==> config.mk <==
export PLATFORM = sky130hd
export DESIGN_NAME = byte_word_packer
export DESIGN_NICKNAME = d
export VERILOG_FILES = /design/src/rtl/packer_pkg.sv /design/src/rtl/packer_ctrl.sv /design/src/rtl/packer_lanes.sv /design/src/rtl/packer_xchg.sv /design/src/rtl/byte_word_packer.sv
export SDC_FILE = /design/constraint.sdc
export NUM_CORES = 1
export LEC_CHECK = 0
export BUFFER_PORTS_ARGS = -buffer_cell sky130_fd_sc_hd__buf_2
export CORE_ASPECT_RATIO = 0.6
export CORE_MARGIN = 2
export CORE_UTILIZATION = 58
export DETAILED_ROUTE_END_ITERATION = 16
export GPL_ROUTABILITY_DRIVEN = 0
export PLACE_DENSITY = 0.84
export SLEW_MARGIN = 20
export SYNTH_ARGS = -nofsm -noshare
export SYNTH_HDL_FRONTEND = slang
export SYNTH_SLANG_ARGS = --single-unit
==> constraint.sdc <==
create_clock -name clk -period 3.88 [get_ports clk]
set_input_delay 0.97 -clock clk [delete_from_list [all_inputs] [get_ports clk]]
set_output_delay 0.97 -clock clk [all_outputs]
set_load 0.02 [all_outputs]
==> src/rtl/packer_pkg.sv <==
// Shared types for the byte-to-word packer.
// Assumes byte lanes of 8 bits and a 2-bit alignment mode field.
package packer_pkg;

    localparam int BYTE_W = 8;

    // Alignment mode; only PACK gathers several bytes per word.
    typedef enum logic [1:0] {
        ALIGN_ZPAD  = 2'b00,
        ALIGN_SEXT  = 2'b01,
        ALIGN_PACK  = 2'b10,
        ALIGN_ZPAD2 = 2'b11
    } align_e;

    // Configuration captured at transfer start.
    typedef struct packed {
        align_e align;
        logic   byte_xchg;
        logic   half_xchg;
    } pk_cfg_t;

endpackage

==> src/rtl/packer_ctrl.sv <==
// Transfer control: captures configuration and byte count on start,
// counts accepted bytes down, and ends the transfer when the last word
// leaves. Assumes the final byte always completes a word.
module packer_ctrl
    import packer_pkg::*;
#(
    parameter int LEN_W = 16
) (
    input  logic             clk,
    input  logic             rst_n,
    input  logic             start_i,
    input  logic [LEN_W-1:0] len_i,
    input  pk_cfg_t          cfg_i,
    input  logic             byte_fire_i,
    input  logic             word_fire_i,
    output logic             launch_o,
    output logic             busy_o,
    output logic             bytes_left_o,
    output logic             last_byte_o,
    output logic             done_o,
    output pk_cfg_t          cfg_o
);

    logic [LEN_W-1:0] left_q;
    logic             busy_q;
    logic             done_q;
    pk_cfg_t          cfg_q;
    logic             finish;

    // Accept a start only when idle and the count is nonzero.
    assign launch_o = start_i && !busy_q && (len_i != '0);
    // The last word is accepted once no bytes remain.
    assign finish   = busy_q && word_fire_i && (left_q == '0);

    // Busy flag, byte countdown, captured configuration and done pulse.
    always_ff @(posedge clk) begin
        if (!rst_n) begin
            left_q <= '0;
            busy_q <= 1'b0;
            done_q <= 1'b0;
            cfg_q  <= '{align: ALIGN_ZPAD, byte_xchg: 1'b0, half_xchg: 1'b0};
        end else begin
            done_q <= finish;
            if (launch_o) begin
                busy_q <= 1'b1;
                left_q <= len_i;
                cfg_q  <= cfg_i;
            end else begin
                if (finish)
                    busy_q <= 1'b0;
                if (byte_fire_i)
                    left_q <= left_q - 1'b1;
            end
        end
    end

    assign busy_o       = busy_q;
    assign bytes_left_o = (left_q != '0);
    assign last_byte_o  = (left_q == LEN_W'(1));
    assign done_o       = done_q;
    assign cfg_o        = cfg_q;

endmodule

==> src/rtl/packer_lanes.sv <==
// Lane assembler: in pack mode it stores bytes in lane order and forms a
// word when the lanes are full or the transfer's last byte arrives; in the
// padding modes it forms one extended word per byte. Assumes LANES is a
// power of two and at most one byte arrives per cycle.
module packer_lanes
    import packer_pkg::*;
#(
    parameter int LANES = 4,
    parameter int LW    = 8
) (
    input  logic                clk,
    input  logic                rst_n,
    input  logic                clear_i,
    input  logic                byte_fire_i,
    input  logic [LW-1:0]       byte_i,
    input  align_e              align_i,
    input  logic                last_byte_i,
    output logic                word_load_o,
    output logic [LANES*LW-1:0] word_o,
    output logic [LANES-1:0]    mask_o
);

    localparam int IDX_W = $clog2(LANES);

    logic [LW-1:0]    acc_q [LANES];
    logic [IDX_W-1:0] idx_q;
    logic             pack;
    logic             full;
    logic [LW-1:0]    ext;

    assign pack        = (align_i == ALIGN_PACK);
    assign full        = (idx_q == IDX_W'(LANES - 1));
    assign ext         = (align_i == ALIGN_SEXT) ? {LW{byte_i[LW-1]}} : '0;
    assign word_load_o = byte_fire_i && (!pack || full || last_byte_i);

    // Per-lane selection of stored byte, incoming byte, extension or zero.
    for (genvar g = 0; g < LANES; g++) begin : g_lane
        logic [LW-1:0] pk_lane;
        logic          pk_bit;
        assign pk_lane = (IDX_W'(g) < idx_q)  ? acc_q[g] :
                         (IDX_W'(g) == idx_q) ? byte_i   : '0;
        assign pk_bit  = (IDX_W'(g) <= idx_q);
        if (g == 0) begin : g_low
            assign word_o[g*LW +: LW] = pack ? pk_lane : byte_i;
            assign mask_o[g]          = pack ? pk_bit  : 1'b1;
        end else begin : g_high
            assign word_o[g*LW +: LW] = pack ? pk_lane : ext;
            assign mask_o[g]          = pack ? pk_bit  : 1'b0;
        end
    end

    // Lane pointer and byte storage for partially assembled words.
    always_ff @(posedge clk) begin
        if (!rst_n) begin
            idx_q <= '0;
            for (int i = 0; i < LANES; i++)
                acc_q[i] <= '0;
        end else if (clear_i) begin
            idx_q <= '0;
        end else if (byte_fire_i) begin
            if (word_load_o) begin
                idx_q <= '0;
            end else begin
                acc_q[idx_q] <= byte_i;
                idx_q        <= idx_q + 1'b1;
            end
        end
    end

endmodule

==> src/rtl/packer_xchg.sv <==
// Lane exchanger: output lane i takes input lane (i XOR sel). With four
// lanes, sel bit 0 swaps bytes in halfwords and bit 1 swaps halfwords.
// Applied identically to data and mask. Purely combinational.
module packer_xchg #(
    parameter int LANES = 4,
    parameter int LW    = 8,
    parameter int IDX_W = $clog2(LANES)
) (
    input  logic [LANES*LW-1:0] word_i,
    input  logic [LANES-1:0]    mask_i,
    input  logic [IDX_W-1:0]    sel_i,
    output logic [LANES*LW-1:0] word_o,
    output logic [LANES-1:0]    mask_o
);

    logic [LW-1:0] lane_in [LANES];

    // Unpack lanes, then route each output lane from its XOR partner.
    for (genvar g = 0; g < LANES; g++) begin : g_route
        assign lane_in[g]         = word_i[g*LW +: LW];
        assign word_o[g*LW +: LW] = lane_in[IDX_W'(g) ^ sel_i];
        assign mask_o[g]          = mask_i[IDX_W'(g) ^ sel_i];
    end

endmodule

==> src/rtl/byte_word_packer.sv <==
// Byte-to-word DMA packer top. Accepts a ready/valid byte stream, forms
// 32-bit words per the captured alignment mode and exchange controls, and
// holds each word in a single output register until accepted. Assumes
// one byte per cycle at most; input stalls while a word waits.
module byte_word_packer
    import packer_pkg::*;
#(
    parameter int LEN_W = 16,
    parameter int OUT_W = 32
) (
    input  logic             clk,
    input  logic             rst_n,
    input  logic             start,
    input  logic [1:0]       cfg_align,
    input  logic             cfg_byte_xchg,
    input  logic             cfg_half_xchg,
    input  logic [LEN_W-1:0] cfg_len,
    input  logic             in_valid,
    input  logic [7:0]       in_data,
    output logic             in_ready,
    output logic             out_valid,
    output logic [OUT_W-1:0] out_data,
    output logic [OUT_W/8-1:0] out_mask,
    input  logic             out_ready,
    output logic             busy,
    output logic             done
);

    localparam int LANES = OUT_W / BYTE_W;
    localparam int IDX_W = $clog2(LANES);

    pk_cfg_t          cfg_in;
    pk_cfg_t          cfg_q;
    logic             launch;
    logic             bytes_left;
    logic             last_byte;
    logic             byte_fire;
    logic             word_fire;
    logic             word_load;
    logic [OUT_W-1:0] asm_word;
    logic [LANES-1:0] asm_mask;
    logic [OUT_W-1:0] xw_word;
    logic [LANES-1:0] xw_mask;
    logic [IDX_W-1:0] xsel;
    logic             ov_q;
    logic [OUT_W-1:0] od_q;
    logic [LANES-1:0] om_q;

    assign cfg_in = '{align: align_e'(cfg_align),
                      byte_xchg: cfg_byte_xchg,
                      half_xchg: cfg_half_xchg};

    assign in_ready  = busy && bytes_left && (!ov_q || out_ready);
    assign byte_fire = in_valid && in_ready;
    assign word_fire = ov_q && out_ready;
    assign xsel      = IDX_W'({cfg_q.half_xchg, cfg_q.byte_xchg});

    packer_ctrl #(.LEN_W(LEN_W)) ctrl_i (
        .clk          (clk),
        .rst_n        (rst_n),
        .start_i      (start),
        .len_i        (cfg_len),
        .cfg_i        (cfg_in),
        .byte_fire_i  (byte_fire),
        .word_fire_i  (word_fire),
        .launch_o     (launch),
        .busy_o       (busy),
        .bytes_left_o (bytes_left),
        .last_byte_o  (last_byte),
        .done_o       (done),
        .cfg_o        (cfg_q)
    );

    packer_lanes #(.LANES(LANES), .LW(BYTE_W)) lanes_i (
        .clk         (clk),
        .rst_n       (rst_n),
        .clear_i     (launch),
        .byte_fire_i (byte_fire),
        .byte_i      (in_data),
        .align_i     (cfg_q.align),
        .last_byte_i (last_byte),
        .word_load_o (word_load),
        .word_o      (asm_word),
        .mask_o      (asm_mask)
    );

    packer_xchg #(.LANES(LANES), .LW(BYTE_W), .IDX_W(IDX_W)) xchg_i (
        .word_i (asm_word),
        .mask_i (asm_mask),
        .sel_i  (xsel),
        .word_o (xw_word),
        .mask_o (xw_mask)
    );

    // Output word register: load on completion, clear when accepted.
    always_ff @(posedge clk) begin
        if (!rst_n) begin
            ov_q <= 1'b0;
            od_q <= '0;
            om_q <= '0;
        end else if (word_load) begin
            ov_q <= 1'b1;
            od_q <= xw_word;
            om_q <= xw_mask;
        end else if (out_ready) begin
            ov_q <= 1'b0;
        end
    end

    assign out_valid = ov_q;
    assign out_data  = od_q;
    assign out_mask  = om_q;

endmodule

==> qor.csv <==
metric;value;unit
first_global_vias;4025;
slew_viol_final;0;
track_usage;29.1;%
finalSetupViolations;0;
p_per_area;404;mW/mm^2
met3_usage;8.78;%
synth_compound_area_share;26.4;%
die_w;125;um
nNetsFinal;596;
clk_path_buf_depth;2;
ant_nets;0;
max_freq;0.302;GHz
hold_path.class;flip-flop to flip-flop;
max_stage_delay;0.75;ns
yosys-top-cells-area;dfxtp_1, edfxtp_1, mux2i_1;
skew;0.00555;ns
top_usage_layer;met1;
synth-seq-cells;85;
synth_fa_ha_area_share;1.48;%
r2r_end;lanes_i.acc_q[2][5];
tightest_slew;1.05;ns
htreeDepth;3;
period_share;85.5;%
ys_seq_area_share;38.4;%
fin_util;67.2;%
power.total;2300;uW
crit_buf_inv;1;
synthSimpleGateAreaFrac;17.1;%
insertion_delay;0.35;ns
relSlewSlack;29.8;%
finalHoldViolations;0;
path_class;flip-flop to primary output;
cp.depth;4;
synthMuxAreaShare;11.8;%
yosysWarnings;0;
crit_path_cell_trace;or4_1 -> nor4_1 -> nor3_1 -> buf_2;
critPathLaunch;ctrl_i.left_q[11];
hp-start;out_mask[1];
cts_buffers;9;
syn_inst;508;
post_cts_buffers;0;
rr_startpoint;lanes_i.idx_q[1];
rows;26;
worstSetupStartpointType;flip-flop;
min_period;3.32;ns
reg2reg_depth;6;
avgViaCountPerCell;6.69;
cts-root-buf;clkbuf_16;
hold_buffers;0;
dr.pass1.iters;5;
synth_ff_type;dfxtp_1;
drt_iter0_markers;560;
cts_tree;done;
diodes;0;
status;completed;
cp-end-kind;primary output;
use_met1;46.1;%
path_delay_family;simple AND/OR/NAND/NOR gates;
vias;4510;
fp.dieH;76.4;um
syn-cell-area;0.00506;sq mm
detail_route.wl_per_cell;20.4;um
post_cts_resized;0;
synth_top_cell_by_area;dfxtp_1;
core_area;0.00849;sq mm
crit_fanout;8;
met2_usage;38.0;%
synth_top_family_by_area;compound AO/OA/AOI/OAI gates;
synth_top_area_share;24.1;%
drive_above_1_share;26.5;%
drc;0;
critPathRequiredTime;2.91;ns
cts.sinks;85;
crit_end;in_ready;
synth_edf_count;24;
slowest_stage;or4_1;
yosysMostFrequentCell;dfxtp_1;
grt_max_degree;40;
grt_pass1_wl;21800;um
yosys-top-cells-count;dfxtp_1, mux2i_1, a21oi_1, and2_1, clkbuf_1;
antenna_found_initial;0;
p_leak;0.00209;uW
port_buffers;72;
drt_wl_total;13800;um
fp.dieArea;0.00952;sq mm
syn_to_final_growth;12.7;%
hpwl;9710;um
fin_tns_setup;0;ns
synthXorXnorAreaFrac;0;%
setup_slack;0.564;ns
overflow;0;
drv_cap;0;
boundaryPins;73;
initial_core_util;59.6;%
ys_async_sr_fraction;0;%
dpl_worst_slack;0.486;ns
syn_nets;547;
synth_cell_types;72;
rrSetupSlack;0.80;ns
worstPathArrival;2.35;ns
rsz0062_at_grt;no;
ir_worst_vdd;0.000220;V
syn_area_per_cell;9.97;sq um
clk_pin_slew;0.06;ns
[logic make-up (layout without fill, tap and decap cells)]
family                   after synthesis  in the layout
flip-flops                            85             85
AO/OA/AOI/OAI                        162            162
buffers and inverters                 53            107
AND/OR/NAND/NOR                      143            143
multiplexers                          59             59
adder cells (fa/ha/maj)                6              6
[layout by cell type, fill, tap and decap left out, types with 4 or more instances in the layout]
cell type and instances:
a211oi_1 7, edfxtp_1 24, nor3_1 15, nand2_1 26
buf_4 9, ha_1 6, a221o_1 14, nor2_1 14
nand4_1 6, mux2_2 4, or4_1 8, mux2i_1 55
nand2b_1 7, nand3_1 4, a221oi_1 10, buf_2 72
clkbuf_16 9, o21a_1 5, a21oi_1 47, a31oi_1 4
nor4_1 4, inv_1 8, a211oi_2 28, o21ai_0 12
dfxtp_1 60, and2_1 32
[where the power goes]
part / internal, uW / total (uW) / switching (uW)
registers: 965 / 1020 / 58.6
logic: 163 / 453 / 290
clock network: 444 / 828 / 384
[worst min-delay path: cells and delay by family, from the launching register on]
kind             cells  cell delay [ns]
AO/OA/AOI/OAI        1             0.05
flip-flops           1             0.31
AND/OR/NAND/NOR      1             0.05
[layer usage]
metal	routed length, um	part of all wire (%)	vias to the layer above
met5	0	0	-
met4	173	1.3	0
met3	1830	13	29
met2	5410	39	285
met1	6360	46	2134
li1	-	-	2062
[layout make-up]
type                            count  area (sq um)
Multi-Input combinational cell    370          2880
Tap cell                          112           140
Fill cell                         644          2780
Clock inverter                      7          55.1
Clock buffer                        9           225
Inverter                           10          37.5
Sequential cell                    85          1940
Timing Repair Buffer               81           428
[state kept, by name, indices dropped and copies added, names as in the netlist]
register	count
out_data	32
ctrl_i.left_q	16
out_mask	4
ctrl_i.busy_o	1
out_valid	1
ctrl_i.done_o	1
lanes_i.idx_q	2
lanes_i.acc_q	24
ctrl_i.cfg_o	4
[metrics by stage]
step           std cells  hold WS, ns  cell area (sq um)
3_5_place_dp         658        0.454               5430
5_1_grt              674        0.484               5710
3_3_place_gp         658        0.452               5430
4_1_cts              674        0.463               5710
6_report             674        0.468               5710
2_1_floorplan        508        0.469               5060
[worst min path at each step]
| stage | cells after the start | endpoint | slack (ns) |
|---|---|---|---|
| floorplan | 2 | ctrl_i.left_q[12] | 0.47 |
| global placement | 2 | out_mask[1] | 0.45 |
| detailed placement | 2 | out_mask[1] | 0.45 |
| CTS | 2 | out_mask[1] | 0.46 |
| global route | 2 | out_mask[3] | 0.48 |
| finish | 2 | out_mask[1] | 0.47 |
No activity file was read; power rests on OpenSTA's default activity.
